===== config.mk =====
export PLATFORM = sky130hd
export DESIGN_NAME = cpe_copy_engine
export DESIGN_NICKNAME = d
export VERILOG_FILES = /design/src/rtl/cpe_pkg.sv /design/src/rtl/cpe_swizzle.sv /design/src/rtl/cpe_kind_class.sv /design/src/rtl/cpe_addr_gen.sv /design/src/rtl/cpe_copy_engine.sv
export SDC_FILE = /design/constraint.sdc
export NUM_CORES = 1
export LEC_CHECK = 0
export ABC_AREA = 1
export BUFFER_PORTS_ARGS = -buffer_cell sky130_fd_sc_hd__buf_4
export CAP_MARGIN = 20
export CORE_MARGIN = 2
export CORE_UTILIZATION = 59
export CTS_BUF_LIST = sky130_fd_sc_hd__clkbuf_4
export CTS_CLUSTER_SIZE = 30
export DETAILED_ROUTE_END_ITERATION = 6
export PLACE_DENSITY = 0.86
export RECOVER_POWER = 25
export REMOVE_ABC_BUFFERS = 1
export SETUP_SLACK_MARGIN = 0.1
export SYNTH_ARGS = -nofsm -noshare
export SYNTH_HDL_FRONTEND = slang
export SYNTH_HIERARCHICAL = 1
export SYNTH_SLANG_ARGS = --single-unit

===== constraint.sdc =====
create_clock -name clk_i -period 5.7 [get_ports clk_i]
set_input_delay 0.57 -clock clk_i [delete_from_list [all_inputs] [get_ports clk_i]]
set_output_delay 0.57 -clock clk_i [all_outputs]
set_load 0.02 [all_outputs]

===== src/rtl/cpe_pkg.sv =====
package cpe_pkg;
  localparam logic [7:0] KIND_PITCH     = 8'h00;
  localparam logic [7:0] KIND_PITCH_RAW = 8'hFD;
  localparam logic [2:0] SEL_CONST_A    = 3'd4;

  typedef enum logic [2:0] {
    S_IDLE, S_KSRC, S_KDST, S_RD, S_RSP, S_WR, S_SEM
  } cpe_state_e;
endpackage


===== src/rtl/cpe_swizzle.sv =====
module cpe_swizzle #(
  parameter int AW = 32
) (
  input  logic [AW-1:0] a_i,
  output logic [AW-1:0] a_o
);
  assign a_o = {a_i[AW-1:9], a_i[5], a_i[8:7], a_i[4], a_i[6], a_i[3:0]};
endmodule


===== src/rtl/cpe_kind_class.sv =====
module cpe_kind_class
  import cpe_pkg::*;
(
  input  logic [7:0] kind_i,
  output logic       is_pitch_o
);
  assign is_pitch_o = (kind_i == KIND_PITCH) || (kind_i == KIND_PITCH_RAW);
endmodule


===== src/rtl/cpe_addr_gen.sv =====
module cpe_addr_gen #(
  parameter int AW = 32,
  parameter int BW = 18,
  parameter int CW = 16
) (
  input  logic          clk_i,
  input  logic          rst_ni,
  input  logic          load_i,
  input  logic          step_i,
  input  logic [AW-1:0] src_base_i,
  input  logic [AW-1:0] dst_base_i,
  input  logic [AW-1:0] src_pitch_i,
  input  logic [AW-1:0] dst_pitch_i,
  input  logic [BW-1:0] bpl_i,
  input  logic [CW-1:0] lines_i,
  input  logic          src_swz_i,
  input  logic          dst_swz_i,
  output logic [AW-1:0] rd_addr_o,
  output logic [AW-1:0] wr_addr_o,
  output logic [1:0]    byte_lo_o,
  output logic          last_o
);
  logic [AW-1:0] src_line_q, dst_line_q, src_lin, dst_lin, src_sw, dst_sw;
  logic [AW-1:0] sp_q, dp_q;
  logic [BW-1:0] byte_q;
  logic [CW-1:0] line_q;
  logic          last_byte;

  assign src_lin = src_line_q + AW'(byte_q);
  assign dst_lin = dst_line_q + AW'(byte_q);

  cpe_swizzle #(.AW(AW)) u_swz_src (.a_i(src_lin), .a_o(src_sw));
  cpe_swizzle #(.AW(AW)) u_swz_dst (.a_i(dst_lin), .a_o(dst_sw));

  assign rd_addr_o = src_swz_i ? src_sw : src_lin;
  assign wr_addr_o = dst_swz_i ? dst_sw : dst_lin;
  assign byte_lo_o = byte_q[1:0];
  assign last_byte = (byte_q == bpl_i - BW'(1));
  assign last_o    = last_byte && (line_q == lines_i - CW'(1));

  always_ff @(posedge clk_i or negedge rst_ni) begin
    if (!rst_ni) begin
      src_line_q <= '0;
      dst_line_q <= '0;
      sp_q       <= '0;
      dp_q       <= '0;
      byte_q     <= '0;
      line_q     <= '0;
    end else if (load_i) begin
      src_line_q <= src_base_i;
      dst_line_q <= dst_base_i;
      sp_q       <= src_pitch_i;
      dp_q       <= dst_pitch_i;
      byte_q     <= '0;
      line_q     <= '0;
    end else if (step_i) begin
      if (last_byte) begin
        byte_q     <= '0;
        line_q     <= line_q + CW'(1);
        src_line_q <= src_line_q + sp_q;
        dst_line_q <= dst_line_q + dp_q;
      end else begin
        byte_q <= byte_q + BW'(1);
      end
    end
  end

  p_byte_bound_r2: assert property (@(posedge clk_i) disable iff (!rst_ni)
    step_i |-> (byte_q < bpl_i));
endmodule


===== src/rtl/cpe_copy_engine.sv =====
module cpe_copy_engine
  import cpe_pkg::*;
#(
  parameter int AW = 32,
  parameter int LW = 16,
  parameter int CW = 16
) (
  input  logic          clk_i,
  input  logic          rst_ni,
  input  logic          launch_i,
  input  logic          multi_i,
  input  logic          src_blk_i,
  input  logic          dst_blk_i,
  input  logic          remap_en_i,
  input  logic [2:0]    dst_x_sel_i,
  input  logic [31:0]   fill_val_i,
  input  logic [AW-1:0] src_off_i,
  input  logic [AW-1:0] dst_off_i,
  input  logic [AW-1:0] src_pitch_i,
  input  logic [AW-1:0] dst_pitch_i,
  input  logic [LW-1:0] len_i,
  input  logic [CW-1:0] lines_i,
  output logic [AW-1:0] kind_addr_o,
  input  logic [7:0]    kind_i,
  output logic          rd_valid_o,
  input  logic          rd_ready_i,
  output logic [AW-1:0] rd_addr_o,
  input  logic          rsp_valid_i,
  input  logic [7:0]    rsp_data_i,
  output logic          wr_valid_o,
  input  logic          wr_ready_i,
  output logic [AW-1:0] wr_addr_o,
  output logic [7:0]    wr_data_o,
  output logic          busy_o,
  output logic          sem_o
);
  localparam int BW = LW + 2;

  cpe_state_e    state_q;
  logic [AW-1:0] src_q, dst_q;
  logic [BW-1:0] bpl_q, bpl_n;
  logic [CW-1:0] lines_q, lines_n;
  logic [31:0]   fv_q;
  logic [7:0]    data_q;
  logic          fill_q, src_swz_q, dst_swz_q, src_pitch_q;
  logic          fill_n, reject_n, empty_n, start, step, last, kind_pitch;
  logic [1:0]    byte_lo;

  assign fill_n   = !multi_i && remap_en_i && (dst_x_sel_i == SEL_CONST_A);
  assign reject_n = multi_i && src_blk_i && dst_blk_i;
  assign bpl_n    = fill_n ? {len_i, 2'b00} : {2'b00, len_i};
  assign lines_n  = multi_i ? lines_i : CW'(1);
  assign empty_n  = (len_i == '0) || (lines_n == '0);
  assign start    = (state_q == S_IDLE) && launch_i && !reject_n;
  assign step     = (state_q == S_WR) && wr_ready_i;

  cpe_kind_class u_kind (.kind_i(kind_i), .is_pitch_o(kind_pitch));

  cpe_addr_gen #(.AW(AW), .BW(BW), .CW(CW)) u_addr (
    .clk_i       (clk_i),
    .rst_ni      (rst_ni),
    .load_i      (start),
    .step_i      (step),
    .src_base_i  (src_off_i),
    .dst_base_i  (dst_off_i),
    .src_pitch_i (src_pitch_i),
    .dst_pitch_i (dst_pitch_i),
    .bpl_i       (bpl_q),
    .lines_i     (lines_q),
    .src_swz_i   (src_swz_q),
    .dst_swz_i   (dst_swz_q),
    .rd_addr_o   (rd_addr_o),
    .wr_addr_o   (wr_addr_o),
    .byte_lo_o   (byte_lo),
    .last_o      (last)
  );

  assign kind_addr_o = (state_q == S_KSRC) ? src_q : dst_q;
  assign rd_valid_o  = (state_q == S_RD);
  assign wr_valid_o  = (state_q == S_WR);
  assign wr_data_o   = fill_q ? fv_q[{byte_lo, 3'b000} +: 8] : data_q;
  assign busy_o      = (state_q != S_IDLE);
  assign sem_o       = (state_q == S_SEM);

  always_ff @(posedge clk_i or negedge rst_ni) begin
    if (!rst_ni) begin
      state_q     <= S_IDLE;
      src_q       <= '0;
      dst_q       <= '0;
      bpl_q       <= '0;
      lines_q     <= '0;
      fv_q        <= '0;
      data_q      <= '0;
      fill_q      <= 1'b0;
      src_swz_q   <= 1'b0;
      dst_swz_q   <= 1'b0;
      src_pitch_q <= 1'b0;
    end else begin
      unique case (state_q)
        S_IDLE: if (start) begin
          src_q     <= src_off_i;
          dst_q     <= dst_off_i;
          bpl_q     <= bpl_n;
          lines_q   <= lines_n;
          fv_q      <= fill_val_i;
          fill_q    <= fill_n;
          src_swz_q <= 1'b0;
          dst_swz_q <= 1'b0;
          if (multi_i)     state_q <= empty_n ? S_SEM : S_RD;
          else if (fill_n) state_q <= empty_n ? S_SEM : S_WR;
          else             state_q <= S_KSRC;
        end
        S_KSRC: begin
          src_pitch_q <= kind_pitch;
          state_q     <= S_KDST;
        end
        S_KDST: begin
          src_swz_q <= !src_pitch_q && kind_pitch;
          dst_swz_q <= src_pitch_q && !kind_pitch;
          state_q   <= (bpl_q == '0) ? S_SEM : S_RD;
        end
        S_RD:  if (rd_ready_i) state_q <= S_RSP;
        S_RSP: if (rsp_valid_i) begin
          data_q  <= rsp_data_i;
          state_q <= S_WR;
        end
        S_WR: if (wr_ready_i) begin
          if (last)        state_q <= S_SEM;
          else if (fill_q) state_q <= S_WR;
          else             state_q <= S_RD;
        end
        S_SEM:   state_q <= S_IDLE;
        default: state_q <= S_IDLE;
      endcase
    end
  end

  p_one_req_r11: assert property (@(posedge clk_i) disable iff (!rst_ni)
    !(rd_valid_o && wr_valid_o));
  p_rd_hold_r11: assert property (@(posedge clk_i) disable iff (!rst_ni)
    rd_valid_o && !rd_ready_i |=> rd_valid_o && $stable(rd_addr_o));
  p_wr_hold_r11: assert property (@(posedge clk_i) disable iff (!rst_ni)
    wr_valid_o && !wr_ready_i |=> wr_valid_o && $stable(wr_addr_o) && $stable(wr_data_o));
  p_sem_pulse_r9: assert property (@(posedge clk_i) disable iff (!rst_ni)
    sem_o |=> !sem_o && !busy_o);
  p_fill_no_read_r4: assert property (@(posedge clk_i) disable iff (!rst_ni)
    fill_q && busy_o |-> !rd_valid_o);
endmodule


# [Yosys cells after proc, flatten, opt, wreduce, memory -nomap -nowiden]
# Index checks and enable logic that the tools add are counted.
[totals] register_bits=307 latchBits=0 ram_bits=0 mem_bits_ro=0 out_inout_bits=108 mem_count=0
[classes] add_sub_neg=8 n_mul=0 div=0 order_cmp=0 n_eq_ne=14 shift=1 mux=33 bitwise=0 n_reduce_logical=30
[ops] operator="$mux 32" n=7
[ops] operator="$mux 18" n=4
[ops] operator="$add 32x18->32" n=2
[ops] operator="$add 32x32->32" n=2
[ops] operator="$mux 16" n=4
[ops] operator="$logic_not 16->1" n=2
[ops] operator="$shiftx 32x6->8" n=1
[ops] operator="$mux 3" n=10
[ops] operator="$add 18x1->18 const B" n=1
[ops] operator="$eq 18x18->1" n=1
[ops] operator="$logic_not 18->1" n=1
[ops] operator="$mux 9" n=2
[ops] operator="$pmux 3 s6" n=1
[ops] operator="$sub 18x1->18 const B" n=1
[ops] operator="$add 16x1->16 const B" n=1
[ops] operator="$eq 16x16->1" n=1
[ops] operator="$sub 16x1->16 const B" n=1
[ops] operator="$eq 3x3->1 const B" n=4
[ops] operator="$logic_and 1x1->1" n=10
[ops] operator="$eq 8x8->1 const B" n=1
[ops] operator="$logic_not 8->1" n=1
[ops] operator="$mux 8" n=1
[ops] operator="$reduce_and 2->1" n=4
[ops] operator="$eq 3x2->1 const B" n=2
[ops] operator="12 further kinds" n=21

# [Logic depth before layout (Yosys ltp)]
# Gate-level depths: netlist of the first run.
[depth] ltp_word=8 depth_mapped=22 ltp_nobuf=22

# [Modules after synthesis]
# Netlist of the first run, hierarchy kept.
[modules_own_cells] module="cpe_addr_gen" instances=1 cells_each=2891 area_per_inst_um2=16928.7 seq_area_each_um2=4053.9
[modules_own_cells] module="cpe_copy_engine" instances=1 cells_each=824 area_per_inst_um2=6695.2 seq_area_each_um2=3628.5
[modules_own_cells] module="cpe_swizzle" instances=2 cells_each=32 area_per_inst_um2=240.2 seq_area_each_um2=0.0
[modules_own_cells] module="cpe_kind_class" instances=1 cells_each=23 area_per_inst_um2=86.3 seq_area_each_um2=0.0

# [Least setup slack after synthesis of the first run]
# Ideal clock, no wire load.
[synth_path] path_kind="reg2out" start="register u_addr.byte_q[0]" end="output port wr_addr_o[18]" arrival_ns=2.636 t_required_ns=5.130 setup_slack_ns=2.494 path_stages_with_launch=18 path_cell_list="dfrtp_1 ha_1 inv_1 fa_1 nand3b_1 nand2_1 nand2_1 nand3_1 nand3_1 nand2_1 nand2_1 nand2_1 clkbuf_1 nor2_1 or2_2 buf_4 nand2_1 nand2_1"
[synth_between] elab_chain_len=1
[synth_lines] element="start, declared" line="cpe_addr_gen.sv:25" rtl="logic [BW-1:0] byte_q;"
[synth_lines] element="start signal, assigned" line="cpe_addr_gen.sv:63" rtl="byte_q <= byte_q + BW'(1);"
[synth_lines] element="$add 32x18->32" line="cpe_addr_gen.sv:30" rtl="assign dst_lin = dst_line_q + AW'(byte_q);"
[synth_lines] element="end, declared" line="cpe_copy_engine.sv:32" rtl="output logic [AW-1:0] wr_addr_o,"
# No other way between the ends.

# [Worst setup path in the final report of the first run]
[layout_path] start="register u_addr.byte_q[0]" end="output port rd_addr_o[30]"
[layout_between] elab_chain_len=1
[layout_lines] element="$add 32x18->32" line="cpe_addr_gen.sv:29" rtl="assign src_lin = src_line_q + AW'(byte_q);"
[layout_lines] element="end, declared" line="cpe_copy_engine.sv:27" rtl="output logic [AW-1:0] rd_addr_o,"
# No other way between the ends.

==> summary.md, run 1 <==
| Metric | Value |
|---|---|
| Antenna-violating nets left | 0 |
| Worst path cell trace | ha_1 > inv_1 > fa_1 > o21ai_0 > nand2_1 > nand2_1 > nand3_1 > nand3_1 > nand2_1 > xnor2_1 > nand2_1 > nand2_1 > buf_4 |
| Mean post-synth cell area | 6.36 um^2 |
| Fin nets | roughly 4,500 |
| Worst r2r src | state_q[1]$_DFFE_PN0P_ |
| Storage cell area | ~7700 um^2 |
| Max H-tree Level | 3 |
| Slew HR | -192% |
| Clock sinks | about 300 |
| Postcts setup bufs | 0 |
| CP top delay family | simple AND/OR/NAND/NOR gates |
| Register area share after synthesis | 31.8% |
| Status | finished with violations |
| CP startpoint kind | flop |
| CTS tree | built |
| RSZ-0062 raised after global routing | false |
| Leading area contributor after synthesis | dfrtp_1 |
| Root Driver | clkbuf_4 |
| Max Cap Viol | 2 |
| Vias in the first global route | between 20,000 and 25,000 |
| Mapped cell area | around 24,000 um^2 |
| Hold path start | lines_i[6] |
| Ys Warns | 6 |
| Die Y | slightly above 200 um |
| DRC viols | 2 |
| Final setup violation count | 0 |
| Synth unique cells | 51 |
| Clock transition at the registers of the reported paths | 0.06 ns |
| Setup crit start | u_addr/byte_q[0]$_DFFE_PN0P_ |
| Peak VDD IR | 0.000369 V |
| Grt ovf | 0 |
| Fin Hold WS | approximately 0.047 ns |
| Wire length per cell | ~16 um |
| Worst-Margin Slew | about 4.4 ns |
| Critical Path RT | roughly 5.1 ns |
| Synthesized flop and latch total | approximately 310 |
| Die width | 206 um |
| WP buf/inv | 2 |
| Met2 Use GR | around three fifths |
| Worst skew pair latency | slightly below 0.9 ns |
| Max Slew Vio Count | about 160 |
| Global Route Usage Sum | between 30% and 40% |
| Crit path DAT | around 4.1 ns |
| Drt initial violations | between 2,000 and 2,500 |
| Hold buffer count at cts | 177 |
| DP Wirelength | 54,900 um |
| Port-buffer cells | roughly 330 |
| Post-Route WL | 79,300 um |
| Pre-antenna DRT Iters | 7 |
| Slowest cell on the critical path | dfrtp_1 |
| Max frequency | approximately 220 MHz |
| Resized Gates After CTS | 0 |
| Max stage delay on crit path | 0.81 ns |
| Largest net degree at the start of global routing | 234 |
| Leak | roughly 0.016 uW |
| Multi-input combinational cell area | 13,800 um^2 |
| Synth Flop Type | dfrtp_1 |
| Setup TNS | 0 ns |
| Via Count | 26,100 |
| Cells after Synth | 3,802 |
| CP endpoint kind | output pin |
| Yosys top cell area share | a little under a third |
| Die ar. | roughly 43,000 um^2 |
| Initial Util | 59.5% |
| Final hold vios | 0 |
| Synth-to-layout area growth | 20.8% |
| Most frequent CP cell | nand2_1 |
| Crit Path Category | reg2out |
| PD cells | between 500 and 600 nW/um^2 |
| Clock Path Buffers | 3 |
| Async SR Flop Fraction | 100% |
| Failing checks | design-rule violations, max-capacitance violations, max-slew violations |
| Fin crit share | between 80% and 90% |
| Antenna violations before repair | 4 |
| Worst Skew | ~0.091 ns |
| Synth top area cells | dfrtp_1 32%, nand2_1 25%, inv_1 6.6%, nand3_1 5.3%, ha_1 5.3% |
| Met3 Use GR | under 10% |
| Number of synthesized flops with an enable pin | 0 |
| Global-route wire length before repair | roughly 120,000 um |
| GPL Wtd Cong | about 1 |
| Hold Path Class | in2reg |
| I/O pins | between 300 and 400 |
| Core ar. | 40,600 um^2 |
| Met1 Use GR | a little under half |
| Row count | 74 |
| Top Usage Layer GRT | met2 |
| TritonCTS Buffers | 85 |
| Vias per cell | around 5.4 |
| Crit path max fanout | 23 |
| # fillers | 3,362 |
| Layout cells sized above 1 | 12.2% |
| Min cycle time layout | 4.64 ns |
==> cells in the mapped netlist (all sizes together) (38+ instances only) <==
library cell	instances
a21oi	106
dfrtp	307
nand2	1614
ha	102
buf	125
nor3	44
xnor2	47
nand3	260
nand4	38
xor2	76
o21ai	175
clkbuf	67
nor2	261
inv	427
==> layout make-up <==
cell class	count	area share, %
clock buffers	123	3.16
multi-input cells	2876	47.2
clock inverters	20	0.510
diodes	8	0.0685
flip-flops and latches	307	26.3
inverters	427	5.50
well taps	532	2.28
repair buffers	520	15.0
==> state kept, by name, summed over array words and instances (netlist names), 3 cells and up <==
name	count
fv_q	32
u_addr/src_line_q	32
lines_q	16
bpl_q	18
u_addr/sp_q	32
u_addr/byte_q	18
src_q	32
state_q	3
dst_q	32
u_addr/dp_q	32
data_q	8
u_addr/dst_line_q	32
u_addr/line_q	16
==> layer usage <==
layer  wire length [um]  up-vias
met1              32100    11800
met2              36100     1275
met5                 13        -
met3               6670      267
met4               4430        2
li1                   -    12800
==> power breakdown <==
group,leakage [uW],internal (uW),switching [uW]
clock,0.000636,1080,1020
sequential,0.00386,3140,1050
combinational,0.0117,3510,6200
==> worst register-to-register path, delay by kind of cell, from the launching register on <==
kind	cells	cell delay, ns
DFF	1	0.44
buffers and inverters	2	2.75
and+or+nand+nor	3	0.51
AOI/OAI and AO/OA	1	0.50
==> final timing paths <==
path	end	slack [ns]	cells after the start
max	rd_addr_o[30]	1.06	13
min	lines_q[6]$_DFFE_PN0P_	0.05	3
max reg2reg	lines_q[3]$_DFFE_PN0P_	1.37	6
min reg2reg	src_q[15]$_DFFE_PN0P_	0.47	2
max in group asynchronous	u_addr/dp_q[25]$_DFFE_PN0P_	1.23	2
min in group asynchronous	u_addr/sp_q[11]$_DFFE_PN0P_	1.99	2
==> metrics by stage <==
step | instances | total power [uW] | utilization [%] | setup WS [ns] | area (um^2)
after global routing | 4811 | 17300 | 71.9 | 0.391 | 29200
after CTS | 4805 | 15700 | 71.9 | 1.06 | 29200
after global placement | 4485 | 13300 | 64.9 | 1.98 | 26400
after detailed placement | 4485 | 13500 | 64.9 | 1.93 | 26400
final | 4813 | 16000 | 71.9 | 1.06 | 29200
after floorplan | 3610 | 10500 | - | -8.14 | 23100
==> cells in the final DEF, fill, tap and decap left out, types with 5 or more instances in the layout <==
cell type	Yosys	layout
a21o_1	9	9
nand3b_1	29	29
inv_2	3	5
clkinv_1	0	11
o21ai_1	6	6
a31oi_1	12	12
a21oi_1	106	106
nor4_1	11	11
nor3_1	43	43
and3_1	6	6
o21ai_0	169	169
ha_1	102	102
nor2_1	252	253
nand3_1	258	258
clkbuf_4	0	123
o21bai_1	9	9
o31ai_1	7	7
buf_4	78	339
or2_2	14	14
nand2_1	1608	1609
diode_2	0	8
o22ai_1	17	17
xnor2_1	47	47
nor2_2	7	5
mux2_2	8	7
xor2_1	75	75
and2_1	13	13
nand4_1	38	38
dfrtp_1	307	307
dlygate4sd3_1	0	177
inv_1	423	421
==> kinds of logic after synthesis <==
group                      synth area share [%]
xor gates and xnor gates                   4.48
AOI/OAI and AO/OA                          7.71
adders and majority gates                  5.61
muxes                                     0.372
and+or+nand+nor                            38.8
DFF                                        31.8
buffers and inverters                      11.2
(Power assumes the default switching activity.)
==> inputs of run 2 (changes only) <==
==> constraint.sdc (replaced) <==
create_clock -name clk_i -period 4.3 [get_ports clk_i]
set_input_delay 0.43 -clock clk_i [delete_from_list [all_inputs] [get_ports clk_i]]
set_output_delay 0.43 -clock clk_i [all_outputs]
set_load 0.02 [all_outputs]
==> run 2 against run 1 <==
  * The flow still finishes with violations (design-rule violations, max-capacitance violations, max-slew violations)
  * Clock skew shrank 0.014 ns
  * Core utilization is 1.4 points higher
  * Final cell count up 1.2%
  * Via count increased by 3.3%
  * Clock power up 36%
  * Combinational power grew 36%
  * Largest power group unchanged
  * Setup slack worse by 0.76 ns
  * Worst hold slack improved by 0.14 ns
  * Critical endpoint unchanged
==> summary.md, run 2 (synthesis results as in run 1) <==
| Metric | Value |
|---|---|
| Crit path max fanout | 22 (-4.3%) |
| Leak | 0.0165 uW (+1.4%) |
| Via Count | 27,000 (+3.3%) |
| Crit Path Category | reg2out |
| Clock sinks | 307 (unchanged) |
| Fin crit share | between 90 and 100% |
| Layout cells sized above 1 | 12.5% (+0.27 points) |
| Antenna violations before repair | 4 (unchanged) |
| CP endpoint kind | output pin |
| Critical Path RT | 3.87 ns (-1.26 ns) |
| CP startpoint kind | flop |
| Status | finished with violations |
| Vias in the first global route | 25,300 (+3.0%) |
| Max H-tree Level | 3 (unchanged) |
| Commonest non-fill, non-tap cell in the layout | nand2_1 |
| Setup TNS | 0 ns (unchanged) |
| DRC viols | 1 (-1) |
| Row count | 74 (unchanged) |
| Layout Utilization | 73.3% (+1.4 points) |
| Pre-antenna DRT Iters | 7 (unchanged) |
| Worst skew pair latency | 0.84 ns (-0.04 ns) |
| I/O pins | 329 (unchanged) |
| Drt initial violations | 2,778 (+14%) |
| Final Instance Count excl. Fillers | 4,869 (+1.2%) |
| Max Slew Vio Count | 96 (-39%) |
| Global-route wire length before repair | 130,000 um (+4.2%) |
| Clock Path Buffers | 3 (unchanged) |
| Die ar. | 42,600 um^2 (unchanged) |
| Failing checks | design-rule violations, max-capacitance violations, max-slew violations |
| Die Y | 206 um (unchanged) |
| RSZ-0062 raised after global routing | true |
| Final setup violation count | 0 (unchanged) |
| Die width | 206 um (unchanged) |
| Worst Skew | 0.0771 ns (-0.0141 ns) |
| PD cells | 725 nW/um^2 (+32%) |
| Commonest non-fill, non-tap cells in the layout | 1,607 x nand2_1, 421 x inv_1, 339 x buf_4 |
| Root Driver | clkbuf_4 |
| Crit path DAT | 3.57 ns (-0.50 ns) |
| Vias per cell | 5.54 (+2.1%) |
| CTS tree | built |
| Clock transition at the registers of the reported paths | 0.06 ns (about the same) |
| Peak VDD IR | 0.000433 V (+18%) |
| DP Wirelength | 54,800 um (-0.27%) |
| Initial Util | 59.5% (unchanged) |
| Grt ovf | 0 (unchanged) |
| Max Cap Viol | 1 (-1) |
| Synth-to-layout area growth | 23.2% |
| Largest net degree at the start of global routing | 188 (-20%) |
| Core ar. | 40,600 um^2 (unchanged) |
| Post-Route WL | 83,600 um (+5.4%) |
| Slew HR | -63.9% (+130 points) |
| Hold Path Class | in2reg |
| Final hold vios | 0 (unchanged) |
| Port-buffer cells | 328 (unchanged) |
| GPL Wtd Cong | 0.976 (about the same) |
| TritonCTS Buffers | 86 (+1.2%) |
| Wire length per cell | 17.2 um (+4.2%) |
| Worst-Margin Slew | 2.46 ns (-1.93 ns) |
| Fin Hold WS | 0.188 ns (+0.142 ns) |
| Post-Place Cells | 4,489 (+0.089%) |
| Min cycle time layout | around 4.0 ns |
| Max frequency | 250 MHz |
| Fin nets | 4,595 (+1.1%) |
| Global Route Usage Sum | 38.9% (+1.8 points) |
| Antenna-violating nets left | 0 (unchanged) |
-- run 2: changes by cell type in the layout (fill, tap and decap cells not counted), moves of 2 or more --
cell,change
clkbuf_4,+11
diode_2,-5
dlygate4sd3_1,+46
clkinv_1,+2
nand2_1,-2
nand2_2,+2
buf_12,+2
-- run 2: layout make-up --
cell class                      count  area (um^2)
Sequential cell                   307         7680
Timing Repair Buffer              570         4890
Clock inverter                     22          140
Antenna cell                        3         7.51
Fill cell                        3218        10900
Tap cell                          532          666
Clock buffer                      132          991
Inverter                          427         1610
Multi-Input combinational cell   2876        13800
-- run 2: worst max-delay path, stage by stage, from the launching register on --
cell     delay, ns
dfrtp_1       0.41
buf_8         0.21
ha_1          0.20
inv_1         0.06
fa_1          0.40
o21ai_0       0.22
buf_4         0.17
nand2_1       0.05
nand2_1       0.12
nand3_1       0.09
nand3_1       0.20
nand2_1       0.09
xnor2_1       0.23
nand2_1       0.09
nand2_1       0.11
buf_4         0.14
-- run 2: power breakdown --
part	leakage (uW)	total, uW	switching, uW	internal, uW
logic	0.0119	13200	8430	4750
registers	0.00386	5550	1390	4160
clock network	0.000671	2860	1390	1470
total	0.0165	21600	11200	10400
-- run 2: path summary, 6_finish.rpt --
kind / cells after the start / to / slack, ns / start
max: 15 / rd_addr_o[30] / 0.30 / u_addr/byte_q[0]$_DFFE_PN0P_
min: 8 / src_pitch_q$_DFFE_PN0P_ / 0.19 / kind_i[1]
max reg2reg: 15 / u_addr/line_q[4]$_DFFE_PN0P_ / 1.18 / bpl_q[0]$_DFFE_PN0P_
min reg2reg: 2 / src_q[7]$_DFFE_PN0P_ / 0.47 / src_q[7]$_DFFE_PN0P_
max in group asynchronous: 3 / dst_q[26]$_DFFE_PN0P_ / 0.91 / rst_ni
min in group asynchronous: 2 / lines_q[11]$_DFFE_PN0P_ / 0.90 / rst_ni
-- run 2: what timing repair did --
action / in CTS / in global routing
setup endpoints to repair: 0 / 4
resized for setup: 0 / 3
buffers inserted: 0 / 0
hold endpoints to repair: 356 / 0
hold buffers: 223 / 0
-- run 2: per-layer routing --
layer | track usage (%) | share of wire [%] | vias up
met4 | 23.9 | 6.5 | 2
met1 | 48.6 | 39 | 12300
met3 | 9.00 | 9.2 | 390
met5 | 0 | 0.018 | -
li1 | - | - | 12800
met2 | 61.0 | 46 | 1498
-- run 2: per-stage QoR --
stage | instance area (um^2) | setup slack, ns | power, uW
floorplan | 23100 | -9.52 | 14000
global placement | 26400 | 1.28 | 17700
detailed placement | 26400 | 1.18 | 17900
CTS | 29800 | 0.284 | 21000
global route | 29800 | 0.0902 | 23300
finish | 29800 | 0.296 | 21600
